## src/rtl/booth_pkg.sv

```systemverilog
package booth_pkg;
  typedef enum logic [1:0] {
    OP_SKIP = 2'd0,
    OP_ADD  = 2'd1,
    OP_SUB  = 2'd2
  } booth_op_e;
endpackage

```

## src/rtl/booth_recoder.sv

```systemverilog
module booth_recoder
  import booth_pkg::*;
(
  input  logic      lsb,
  input  logic      guard,
  output booth_op_e op
);
  always_comb begin
    unique case ({lsb, guard})
      2'b10:   op = OP_SUB;
      2'b01:   op = OP_ADD;
      default: op = OP_SKIP;
    endcase
  end
endmodule

```

## src/rtl/booth_addsub.sv

```systemverilog
module booth_addsub
  import booth_pkg::*;
#(
  parameter int W = 8
) (
  input  logic [W-1:0] upper,
  input  logic [W:0]   mc_pos,
  input  logic [W:0]   mc_neg,
  input  booth_op_e    op,
  output logic [W:0]   sum
);
  logic [W:0] upper_ext;
  logic [W:0] operand;

  assign upper_ext = {upper[W-1], upper};

  always_comb begin
    unique case (op)
      OP_ADD:  operand = mc_pos;
      OP_SUB:  operand = mc_neg;
      default: operand = '0;
    endcase
  end

  assign sum = upper_ext + operand;
endmodule

```

## src/rtl/booth_ctrl.sv

```systemverilog
module booth_ctrl #(
  parameter int W = 8
) (
  input  logic clk,
  input  logic rst,
  input  logic start,
  output logic load,
  output logic step,
  output logic last,
  output logic busy,
  output logic done
);
  localparam int CW = $clog2(W + 1);
  localparam logic [CW-1:0] LAST_IDX = CW'(W - 1);

  logic [CW-1:0] count;

  assign load = start && !busy;
  assign step = busy;
  assign last = busy && (count == LAST_IDX);

  always_ff @(posedge clk) begin
    if (rst) begin
      busy  <= 1'b0;
      done  <= 1'b0;
      count <= '0;
    end else begin
      done <= 1'b0;
      if (load) begin
        busy  <= 1'b1;
        count <= '0;
      end else if (busy) begin
        count <= count + 1'b1;
        if (last) begin
          busy <= 1'b0;
          done <= 1'b1;
        end
      end
    end
  end
endmodule

```

## src/rtl/booth_seq_mult.sv

```systemverilog
module booth_seq_mult
  import booth_pkg::*;
#(
  parameter int W = 8
) (
  input  logic         clk,
  input  logic         rst,
  input  logic         start,
  input  logic [W-1:0] mcand,
  input  logic [W-1:0] mplier,
  output logic [2*W-1:0] product,
  output logic         busy,
  output logic         done
);
  localparam int PW = 2 * W;

  logic [W-1:0] upper_q;
  logic [W-1:0] lower_q;
  logic         guard_q;
  logic [W:0]   mc_pos_q;
  logic [W:0]   mc_neg_q;

  logic      load, step, last;
  booth_op_e op;
  logic [W:0] sum;
  logic [W:0] mc_ext;

  assign mc_ext = {mcand[W-1], mcand};

  booth_ctrl #(.W(W)) u_ctrl (
    .clk   (clk),
    .rst   (rst),
    .start (start),
    .load  (load),
    .step  (step),
    .last  (last),
    .busy  (busy),
    .done  (done)
  );

  booth_recoder u_rec (
    .lsb   (lower_q[0]),
    .guard (guard_q),
    .op    (op)
  );

  booth_addsub #(.W(W)) u_add (
    .upper  (upper_q),
    .mc_pos (mc_pos_q),
    .mc_neg (mc_neg_q),
    .op     (op),
    .sum    (sum)
  );

  // Arithmetic right shift of {sum, lower, guard}: the dropped bit is the guard.
  logic [W-1:0] upper_nx;
  logic [W-1:0] lower_nx;
  assign upper_nx = sum[W:1];
  assign lower_nx = {sum[0], lower_q[W-1:1]};

  always_ff @(posedge clk) begin
    if (rst) begin
      upper_q  <= '0;
      lower_q  <= '0;
      guard_q  <= 1'b0;
      mc_pos_q <= '0;
      mc_neg_q <= '0;
      product  <= '0;
    end else if (load) begin
      upper_q  <= '0;
      lower_q  <= mplier;
      guard_q  <= 1'b0;
      mc_pos_q <= mc_ext;
      mc_neg_q <= (~mc_ext) + 1'b1;
    end else if (step) begin
      upper_q <= upper_nx;
      lower_q <= lower_nx;
      guard_q <= lower_q[0];
      if (last) product <= PW'({upper_nx, lower_nx});
    end
  end
endmodule

```

## config.mk

```make
export PLATFORM = sky130hd
export DESIGN_NAME = booth_seq_mult
export DESIGN_NICKNAME = d
export VERILOG_FILES = /design/src/rtl/booth_pkg.sv /design/src/rtl/booth_recoder.sv /design/src/rtl/booth_addsub.sv /design/src/rtl/booth_ctrl.sv /design/src/rtl/booth_seq_mult.sv
export SDC_FILE = /design/constraint.sdc
export NUM_CORES = 1
export LEC_CHECK = 0
export ABC_AREA = 1
export BUFFER_PORTS_ARGS = -buffer_cell sky130_fd_sc_hd__buf_2
export CAP_MARGIN = 20
export CORE_ASPECT_RATIO = 1.4
export CORE_MARGIN = 1
export CORE_UTILIZATION = 50
export DETAILED_ROUTE_END_ITERATION = 10
export PLACE_DENSITY = 0.7
export SKIP_LAST_GASP = 1
export SLEW_MARGIN = 20
export SYNTH_ARGS = -nofsm -noshare
export SYNTH_HDL_FRONTEND = slang
export SYNTH_HIERARCHICAL = 1
export SYNTH_SLANG_ARGS = --single-unit
```

## constraint.sdc

```tcl
create_clock -name clk -period 3.5 [get_ports clk]
set_input_delay 0.35 -clock clk [delete_from_list [all_inputs] [get_ports clk]]
set_output_delay 0.35 -clock clk [all_outputs]
set_load 0.05 [all_outputs]
```

# Word-level counts from Yosys, hierarchy flattened
# Cells that the tools add are included.
# classes
n_addsub	3
eq_ne	5
n_mux	8
n_bitwise	3
n_reduce_logical	7
# op_table
cell	n
$pmux 9 s2	1
$mux 8	2
$add 9x1->9 const B	1
$add 9x9->9	1
$not 9->9	1
$add 4x1->4 const B	1
$eq 2x1->1 const B	2
$eq 2x2->1 const B	2
$eq 4x3->1 const B	1
$mux 1	4
$pmux 2 s2	1
$reduce_and 3->1	1
$reduce_or 3->1	1
$logic_and 1x1->1	2
$not 1->1	2
$reduce_bool 2->1	1
$reduce_or 2->1	1
$logic_not 1->1	1
# totals
register_bits	56
in_bits	19
out_inout_bits	18
wordCells	35

# Longest topological paths before layout
# Gate-level depths: netlist of the first run.
# logic_depth
ltp_word	7
ltp_mapped	17
depth_no_buf	16

# Cells and area by module
# Netlist of the first run, hierarchy kept.
# modules_own_cells
mod	instances	cells_per_inst	area_per_inst_um2	seq_area_each_um2
booth_seq_mult	1	260	1968.1	980.9
booth_addsub	1	112	595.6	0.0
booth_ctrl	1	36	275.3	120.1
booth_recoder	1	4	15.0	0.0

# Least setup slack after synthesis of the first run
# No wires, ideal clock.
# synth_timing
path_type	register to register
from	reg guard_q
to	reg product[15]
setup_ps	124
arrival_ps	2099
required_time_ps	3376
slack_ps	1277
path_stages_with_launch	17
n_path_buf	1
synth_period_minus_slack_ps	2223
cell_sequence	dfxtp_1 inv_1 nor2_1 inv_1 ha_1 buf_2 a21oi_1 ha_1 fa_1 nand2_1 nand2_2 nand3_1 nand2_1 nand2_1 nand2_1 nand3_1 a21oi_1
# synth_via
elab_chain_len	5
word_cells_on_any_way	7
classes_between	add/sub (1); eq/ne (4); mux (2)
# synth_rtl
item	line	source
start, declared	booth_seq_mult.sv:19	logic guard_q;
start signal, assigned	booth_seq_mult.sv:78	guard_q <= lower_q[0];
$eq 2x1->1 / $eq 2x2->1 (equally long branches)	booth_recoder.sv:9	unique case ({lsb, guard})
$pmux 2 s2 (*)	booth_recoder.sv:9	
named net op[0]	booth_seq_mult.sv:24	booth_op_e op;
$eq 2x2->1 / $eq 2x1->1 (equally long branches)	booth_addsub.sv:18	unique case (op)
$pmux 9 s2 (*)	booth_addsub.sv:18	
$add 9x9->9 (*)	booth_addsub.sv:25	assign sum = upper_ext + operand;
named net sum[8]	booth_seq_mult.sv:25	logic [W:0] sum;
end signal, assigned	booth_seq_mult.sv:79	if (last) product <= PW'({upper_nx, lower_nx});
end, declared	booth_seq_mult.sv:11	output logic [2*W-1:0] product,
# The timed path passes the listed nets; every way through them passes the cells marked *.
# A chain may end at the register's enable or synchronous reset.

# Worst setup path in the final report of the first run
# layout_timing
from	reg guard_q
to	reg product[13]
# Same word-level chain as after synthesis.

==> summary.md, run 1 <==
| Metric | Value |
|---|---|
| Status | completed |
| Minimum clock period | 2.47 ns |
| Leak Pwr | 1.46 nW |
| Routed vias | 2587 |
| Slew Limit Fails | 0 |
| Yosys top cell by area | dfxtp_1 |
| Filler cell count | 546 |
| Diodes inserted | 0 |
| Largest cells by area after synthesis | dfxtp_1, nand2_1, a21oi_1 |
| Sequential element share of the synthesized area | 0.386 |
| CP endpoint kind | flip-flop |
| Post-synth EDFFs | 0 |
| Yosys top cell area share | 0.386 |
| Grt total ovfl | 0 |
| CP required | 3.74 ns |
| Remaining DRCs | 0 |
| Htree depth | 2 |
| Post-CTS Resized | 0 |
| Total negative slack | 0 ns |
| Clk Latency, worst-skew pair | 0.30 ns |
| Worst-Margin Slew | 0.493 ns |
| Setup Buffers After CTS | 0 |
| RSZ-0062 raised after global routing | no |
| Synthesized area | 2850 µm² |
| Arr. time, crit path | 2.71 ns |
| Critical Path Source Type | flip-flop |
| Die Height | 91.4 µm |
| DR iter-0 viols | 108 |
| Count of hold buffers inserted by post-cts repair | 0 |
| Core Box Area | 5490 µm² |
| I/O pin count | 37 |
| Cell Pwr Density | 358 nW/µm² |
| Final hold violations | 0 |
| Max IR drop VDD | 0.327 mV |
| Yosys warns | 6 |
| Initial antenna violation count | 0 |
| Clock sinks | 55 |
| Drt first pass iters | 4 |
| Final setup violation count | 0 |
| Slew headroom | 0.672 |
| Site Rows | 32 |
| Max-Cap Viols | 0 |
| Total CTS buffers | 5 |
| Final Wtd Congestion | 0.923 |
| Final Power | 0.00111 W |
| Maximum clock frequency | 0.405 GHz |
| Max FO, Critical Path | 9 |
| Vias in the first global route | 2518 |
| Remaining antenna violation count | 0 |
| Die area | 6020 µm² |
| Clock Skews | 0.0104 ns |
| Min-Delay Path Class | in2reg |
| Nets | 473 |
| TritonCTS clock tree | done |
| CTS Buffer Depth | 2 |
| Initial Util | 0.520 |
| Die width | 65.9 µm |
| DR WL/cell | 11.7 µm |
| Final wirelength | 5.96 mm |
| Post-Syn Nets | 444 |
| Most used DFF post-synth | dfxtp_1 |
| Syn_area_per_cell | 6.93 µm² |
| P&R area growth vs syn | 8.64% |
| Setup CP Type | reg2reg |
| Share of cells above drive strength 1 | 0.143 |
| Clock Root Buffer | clkbuf_8 |
| Routed vias/inst | 5.07 |
| First-pass GRT wire length | 10.7 mm |
| Synth Instances | 412 |
| Netlist cell types | 28 |
| Reg clk slew, reported paths | 0.10 ns |
| Fin crit share | 0.706 |
| Post-synth ARST share | 0 |
| Number of port buffers | 36 |
| Largest net degree at the start of global routing | 26 |
| DP Wirelength | 4.43 mm |
| Gr usage total | 0.222 |
| Yosys reg bits | 55 |
-- synth_stat cells, drive strengths merged, types with 12 or more instances --
master,count
nand3,40
o21ai,15
a21oi,41
ha,12
dfxtp,55
buf,16
inv,39
nand2,153
nor2,28
-- path summary, 6_finish.rpt --
path / end / depth (start not counted) / slack, ns / startpoint
min: mc_neg_q[3]$_SDFFE_PP0P_ / 3 / 0.28 / mcand[3]
max reg2reg: product[13]$_SDFFE_PP0P_ / 14 / 1.03 / guard_q$_SDFFE_PP0P_
min reg2reg: mc_neg_q[6]$_SDFFE_PP0P_ / 2 / 0.46 / mc_neg_q[6]$_SDFFE_PP0P_
max: product[13]$_SDFFE_PP0P_ / 14 / 1.03 / guard_q$_SDFFE_PP0P_
-- stage by stage --
stage / setup slack, ns / cells / area, µm² / utilization / hold WS, ns
2_1_floorplan: 1.28 / 412 / 2850 / - / 0.426
3_3_place_gp: 1.13 / 502 / 3020 / 0.550 / 0.445
3_5_place_dp: 1.06 / 502 / 3020 / 0.550 / 0.441
4_1_cts: 1.03 / 510 / 3100 / 0.565 / 0.277
5_1_grt: 0.708 / 510 / 3100 / 0.565 / 0.318
6_report: 1.03 / 510 / 3100 / 0.565 / 0.281
-- power by group --
| part | switching, W | total, W | internal, W |
|---|---|---|---|
| registers | 0.0000164 | 0.000662 | 0.000646 |
| logic | 0.0000752 | 0.000112 | 0.0000363 |
| clock network | 0.000196 | 0.000337 | 0.000141 |
| total | 0.000288 | 0.00111 | 0.000823 |
-- worst max-delay path, stage by stage (launching register included) --
cell and delay (ns):
dfxtp_1 0.36, inv_1 0.05, nor2_1 0.13, inv_1 0.06, ha_1 0.43, a21oi_1 0.09, ha_1 0.22, fa_1 0.41
nand2_1 0.10, nand2_2 0.07, nand3b_1 0.10, nand3_1 0.08, nand2_1 0.09, nand3_1 0.08, a21oi_1 0.15
-- layout make-up --
type                    instances  area [µm²]  area share
multi-input cells             300        1480       0.477
flip-flops and latches         55        1100       0.355
repair buffers                 39         203      0.0654
inverters                      40         150      0.0484
well taps                      68        85.1      0.0274
clock buffers                   7        76.3      0.0246
clock inverters                 1        5.00     0.00161
-- sequential cells by signal, indices dropped and copies added (netlist names) --
signal and flops:
upper_q 8, lower_q 8, product 16, u_ctrl/done 1, u_ctrl/busy 1, u_ctrl/count 4, mc_pos_q 8, guard_q 1
mc_neg_q 8
-- routing by layer --
layer  routed length [µm]  vias up  GRT usage
li1                     -     1366          -
met5                    0        -          0
met4                   46        0     0.0616
met3                  200        6     0.0327
met2                 3120       45      0.398
met1                 2590     1170      0.264
-- cells in the final DEF, fill, tap and decap left out, drive strengths merged --
cell    netlist  layout
a22o          1       1
clkinv        1       2
dfxtp        55      55
nand3        40      40
or2           2       2
buf          16      39
nor2         28      28
clkbuf        1       7
inv          39      39
nand3b        2       2
fa            1       1
o21ai        15      15
nand2       153     153
ha           12      12
xor2          2       2
nor3          1       1
xnor2         2       2
a21oi        41      41
-- cells by family after synthesis --
kind of cell | Yosys count | synth area share
compound gates | 57 | 0.101
xor+xnor | 4 | 0.0123
fa+ha+maj | 13 | 0.0596
simple gates | 226 | 0.345
buf+inv | 57 | 0.0956
flops | 55 | 0.386
Power figures use the tool's default switching activity.
==> run 2, diff against run 1 <==
PLACE_DENSITY = 0.72   (was 0.7)
clock period = 2.2 ns   (was 3.5 ns; I/O delays follow)
==> summary.md, run 2 (same netlist as run 1, synthesis figures left out) <==
| Metric | Value |
|---|---|
| Post-route setup slack | -0.105 ns |
| Sw Pwr | 0.000484 W |
| Remaining DRCs | 0 |
| Die area | 6020 µm² |
| First-pass GRT wire length | 11.5 mm |
| CP endpoint kind | flip-flop |
| Commonest non-fill, non-tap cell in the layout | nand2_1 |
| Final Power | 0.00183 W |
| Pint | 0.00135 W |
| Slew headroom | 0.592 |
| Gr usage total | 0.243 |
| Max-Cap Viols | 0 |
| Largest net degree at the start of global routing | 26 |
| DR iter-0 viols | 122 |
| Nets | 491 |
| Setup CP Type | reg2reg |
| Switching share of power | 0.264 |
| Die width | 65.9 µm |
| Minimum clock period | 2.30 ns |
| Remaining antenna violation count | 0 |
| Die Height | 91.4 µm |
| Vias in the first global route | 2592 |
| Total negative slack | -0.407 ns |
| Max FO, Critical Path | 6 |
| RSZ-0062 raised after global routing | yes |
| Storage element area | 1110 µm² |
| Filler cell count | 442 |
| Final hold violations | 0 |
| Critical Path Source Type | flip-flop |
| Diodes inserted | 0 |
| Max reg flops | 16 |
| Clk Latency, worst-skew pair | 0.31 ns |
| CP required | 2.43 ns |
| Arr. time, crit path | 2.53 ns |
| I/O pin count | 37 |
| Number of port buffers | 36 |
| Sequential Power Share | 0.573 |
| Htree depth | 2 |
| Final setup violation count | 7 |
| Grt total ovfl | 0 |
| Post-place setup slack | -0.166 ns |
| Biggest register | product |
| Clock network fraction of design power | 0.308 |
| Most frequent cells in the layout | nand2_1, dfxtp_1, buf_2 |
| Leak Pwr | 1.61 nW |
| Failing checks | setup timing |
| Min-Delay Path Class | in2reg |
| CTS Buffer Depth | 2 |
| Clock Root Buffer | clkbuf_8 |
| Cell Pwr Density | 507 nW/µm² |
| Share of cells above drive strength 1 | 0.325 |
| Worst-Margin Slew | 0.611 ns |
| Maximum clock frequency | 0.434 GHz |
| Utilization after layout | 0.660 |
| Core Box Area | 5490 µm² |
| Routed vias/inst | 5.32 |
| Area of placed instances | 3110 µm² |
| Reg clk slew, reported paths | 0.09 ns |
| Final Wtd Congestion | 0.863 |
| Slew Limit Fails | 0 |
| Initial antenna violation count | 0 |
| Clock Skews | 0.00680 ns |
| Status | finished, violations left |
| Total CTS buffers | 5 |
| Drt first pass iters | 4 |
| Site Rows | 32 |
| Final wirelength | 7.20 mm |
| Clock sinks | 55 |
| Fin crit share | 1.05 |
| Max IR drop VDD | 0.585 mV |
| Area of the multi-input gates | 1830 µm² |
| DR WL/cell | 13.7 µm |
| P&R area growth vs syn | 26.8% |
| DP Wirelength | 4.61 mm |
| Initial Util | 0.520 |
| Routed vias | 2803 |
| Count of hold buffers inserted by post-cts repair | 0 |
| TritonCTS clock tree | done |
| Comb pwr share | 0.120 |
| Cell area after layout | 3620 µm² |
==> run 2: worst max-delay path, cell delays in order (launching register included) <==
cell      delay, ns
dfxtp_4        0.38
inv_4          0.04
nor2_4         0.13
inv_2          0.06
ha_4           0.29
buf_8          0.14
a21oi_2        0.04
ha_1           0.33
or2_4          0.26
nand3b_1       0.10
nand3_1        0.09
nand2_1        0.09
nand3_1        0.09
a21oi_1        0.19
==> run 2: repair_timing <==
| item | in CTS | in global routing |
|---|---|---|
| buffers inserted | 2 | 4 |
| endpoints found under the setup margin | 14 | 14 |
| gates resized for setup | 26 | 63 |
| pin swaps | 15 | 40 |
==> run 2: final cells by class <==
type	instances	share of cell area
Multi-Input combinational cell	300	0.505
Tap cell	68	0.0235
Sequential cell	55	0.306
Inverter	40	0.0422
Clock inverter	1	0.00138
Clock buffer	6	0.0228
Timing Repair Buffer	57	0.0985
==> run 2: worst paths after layout <==
| kind | start | end | slack [ns] | depth (start not counted) |
|---|---|---|---|---|
| max | guard_q$_SDFFE_PP0P_ | product[12]$_SDFFE_PP0P_ | -0.10 | 13 |
| max reg2reg | guard_q$_SDFFE_PP0P_ | product[12]$_SDFFE_PP0P_ | -0.10 | 13 |
| min | mcand[3] | mc_neg_q[3]$_SDFFE_PP0P_ | 0.17 | 3 |
| min reg2reg | mc_neg_q[5]$_SDFFE_PP0P_ | mc_neg_q[5]$_SDFFE_PP0P_ | 0.46 | 2 |
==> run 2: power groups by stage <==
stage | clock network [W] | logic (W) | registers, W
after global routing | 0.000613 | 0.000245 | 0.00106
after global placement | 0 | 0.000187 | 0.00107
after CTS | 0.000572 | 0.000202 | 0.00105
after detailed placement | 0 | 0.000190 | 0.00107
final | 0.000564 | 0.000219 | 0.00105
after floorplan | 0 | 0.000142 | 0.00107
==> run 2: routing by layer <==
metal / track usage / vias up / wire length, µm
li1: - / 1394 / -
met1: 0.289 / 1306 / 2890
met2: 0.433 / 80 / 3800
met3: 0.0327 / 23 / 289
met4: 0.0851 / 0 / 219
met5: 0 / - / 0
==> run 2: stage by stage <==
stage / instances / hold slack, ns
after CTS: 523 / 0.159
final: 527 / 0.173
after global routing: 527 / 0.187
after detailed placement: 514 / 0.441
after global placement: 514 / 0.442
after floorplan: 412 / 0.297
==> run 3, diff against run 2 <==
CORE_ASPECT_RATIO = unset   (was 1.4)
SLEW_MARGIN = unset   (was 20)
==> summary.md, run 3 (same netlist as run 1, synthesis figures left out) <==
| Metric | Value |
|---|---|
| DP Wirelength | 4.50 mm |
| TritonCTS clock tree | done |
| Reg clk slew, reported paths | 0.10 ns |
| Initial Util | 0.518 |
| Die width | 77.6 µm |
| Setup CP Type | reg2reg |
| Final Wtd Congestion | 0.881 |
| RSZ-0062 raised after global routing | yes |
| Slew headroom | 0.530 |
| Final Power | 0.00197 W |
| Die area | 6010 µm² |
| Largest stage delay, worst path | 0.41 ns |
| Share of cells above drive strength 1 | 0.294 |
| Commonest non-fill, non-tap cell in the layout | nand2_1 |
| Failing checks | setup timing |
| Post-route setup slack | -0.0497 ns |
| Critical path cell sequence | inv_2, nor2_2, buf_6, ha_4, a21oi_2, ha_2, fa_2, nand2_2, nand2_4, nand3b_1, nand2_1, nand2_1, nand2_2, nand3_2, a21oi_2 |
| DR WL/cell | 12.7 µm |
| Count of hold buffers inserted by post-cts repair | 0 |
| CP required | 2.39 ns |
| Most frequent cells in the layout | nand2_1, dfxtp_1, buf_2 |
| Arr. time, crit path | 2.44 ns |
| Htree depth | 2 |
| Max reg flops | 16 |
| Fin crit share | 1.02 |
| Remaining DRCs | 0 |
| DR iter-0 viols | 128 |
| Status | finished, violations left |
| Area of the multi-input gates | 1730 µm² |
| CP endpoint kind | flip-flop |
| P&R area growth vs syn | 24.6% |
| Maximum clock frequency | 0.444 GHz |
| Remaining antenna violation count | 0 |
| Clock Skews | 0.00988 ns |
| Cell area after layout | 3560 µm² |
| Gr usage total | 0.235 |
| Total negative slack | -0.119 ns |
| Storage element area | 1110 µm² |
| Final hold violations | 0 |
| Site Rows | 27 |
| I/O pin count | 37 |
| First-pass GRT wire length | 11.4 mm |
| Max-Cap Viols | 0 |
| Worst-Margin Slew | 0.705 ns |
| Max FO, Critical Path | 4 |
| Core Box Area | 5510 µm² |
| CTS Buffer Depth | 2 |
| CP max stage cell | fa_2 |
| Clock Root Buffer | clkbuf_8 |
| Nets | 493 |
| Crit path buffers/inverters | 2 |
| Delay-heaviest family, CP | adder cells |
| Max IR drop VDD | 0.413 mV |
| Final wirelength | 6.76 mm |
| Slew Limit Fails | 0 |
| Drt first pass iters | 4 |
| Clk Latency, worst-skew pair | 0.32 ns |
| Final setup violation count | 5 |
| Total CTS buffers | 5 |
| Min-Delay Path Class | in2reg |
| Clock sinks | 55 |
| Largest net degree at the start of global routing | 26 |
| Filler cell count | 484 |
| Routed vias/inst | 5.08 |
| Area of placed instances | 3130 µm² |
| Diodes inserted | 0 |
| Biggest register | product |
| Routed vias | 2711 |
| Critical Path Source Type | flip-flop |
| Grt total ovfl | 0 |
| Leak Pwr | 1.59 nW |
| Die Height | 77.6 µm |
| Vias in the first global route | 2558 |
| Cell Pwr Density | 553 nW/µm² |
| Number of port buffers | 36 |
| Minimum clock period | 2.25 ns |
| Initial antenna violation count | 0 |
run 3: cell types whose count changed in the layout (fill, tap and decap cells not counted), sizes merged:
cell,change
buf,+2
bufinv,+1
clkbuf,-1
inv,+1
run 3: power breakdown:
group / switching [W] / internal, W / total, W
combinational: 0.000133 / 0.0000763 / 0.000209
clock: 0.000358 / 0.000346 / 0.000704
sequential: 0.0000274 / 0.00103 / 0.00105
run 3: worst register-to-register path, stage by stage (launching register included):
cell,delay (ns)
dfxtp_4,0.37
inv_2,0.05
nor2_2,0.04
buf_6,0.11
ha_4,0.28
a21oi_2,0.04
ha_2,0.20
fa_2,0.41
nand2_2,0.09
nand2_4,0.07
nand3b_1,0.14
nand2_1,0.07
nand2_1,0.08
nand2_2,0.06
nand3_2,0.07
a21oi_2,0.05
run 3: per-layer routing:
| layer | share of wire | GRT usage | routed length [µm] |
|---|---|---|---|
| met1 | 0.45 | 0.286 | 3050 |
| met2 | 0.50 | 0.403 | 3360 |
| met3 | 0.033 | 0.0400 | 224 |
| met4 | 0.020 | 0.104 | 133 |
| met5 | 0 | 0 | 0 |
run 3: final cells by class:
type                    instances  share of cell area
repair buffers                 59               0.102
clock buffers                   5              0.0194
inverters                      40              0.0422
multi-input cells             300               0.486
clock inverters                 3              0.0134
well taps                      72              0.0253
flip-flops and latches         55               0.311
run 3: final timing paths:
path / from / endpoint / slack, ns / cells past startpoint
setup / recovery: lower_q[0]$_SDFFE_PP0P_ / product[13]$_SDFFE_PP0P_ / -0.05 / 15
setup reg to reg: lower_q[0]$_SDFFE_PP0P_ / product[13]$_SDFFE_PP0P_ / -0.05 / 15
hold reg to reg: mc_neg_q[5]$_SDFFE_PP0P_ / mc_neg_q[5]$_SDFFE_PP0P_ / 0.46 / 2
hold / removal: mcand[3] / mc_neg_q[3]$_SDFFE_PP0P_ / 0.14 / 3
run 3: repair_timing:
item / 4_1_cts / 5_1_grt
hold endpoints to repair: 0 / 0
pin swaps: 16 / 28
endpoints found under the setup margin: 14 / 14
buffers inserted: 3 / 3
resized for setup: 21 / 39
run 3: stage by stage:
stage	setup WS (ns)	hold slack, ns	utilization	instances
after floorplan	0.00150	0.297	-	412
after global placement	-0.112	0.444	0.568	520
after detailed placement	-0.133	0.440	0.568	520
after CTS	0.00914	0.138	0.608	531
after global routing	-0.185	0.161	0.646	534
final	-0.0497	0.142	0.646	534
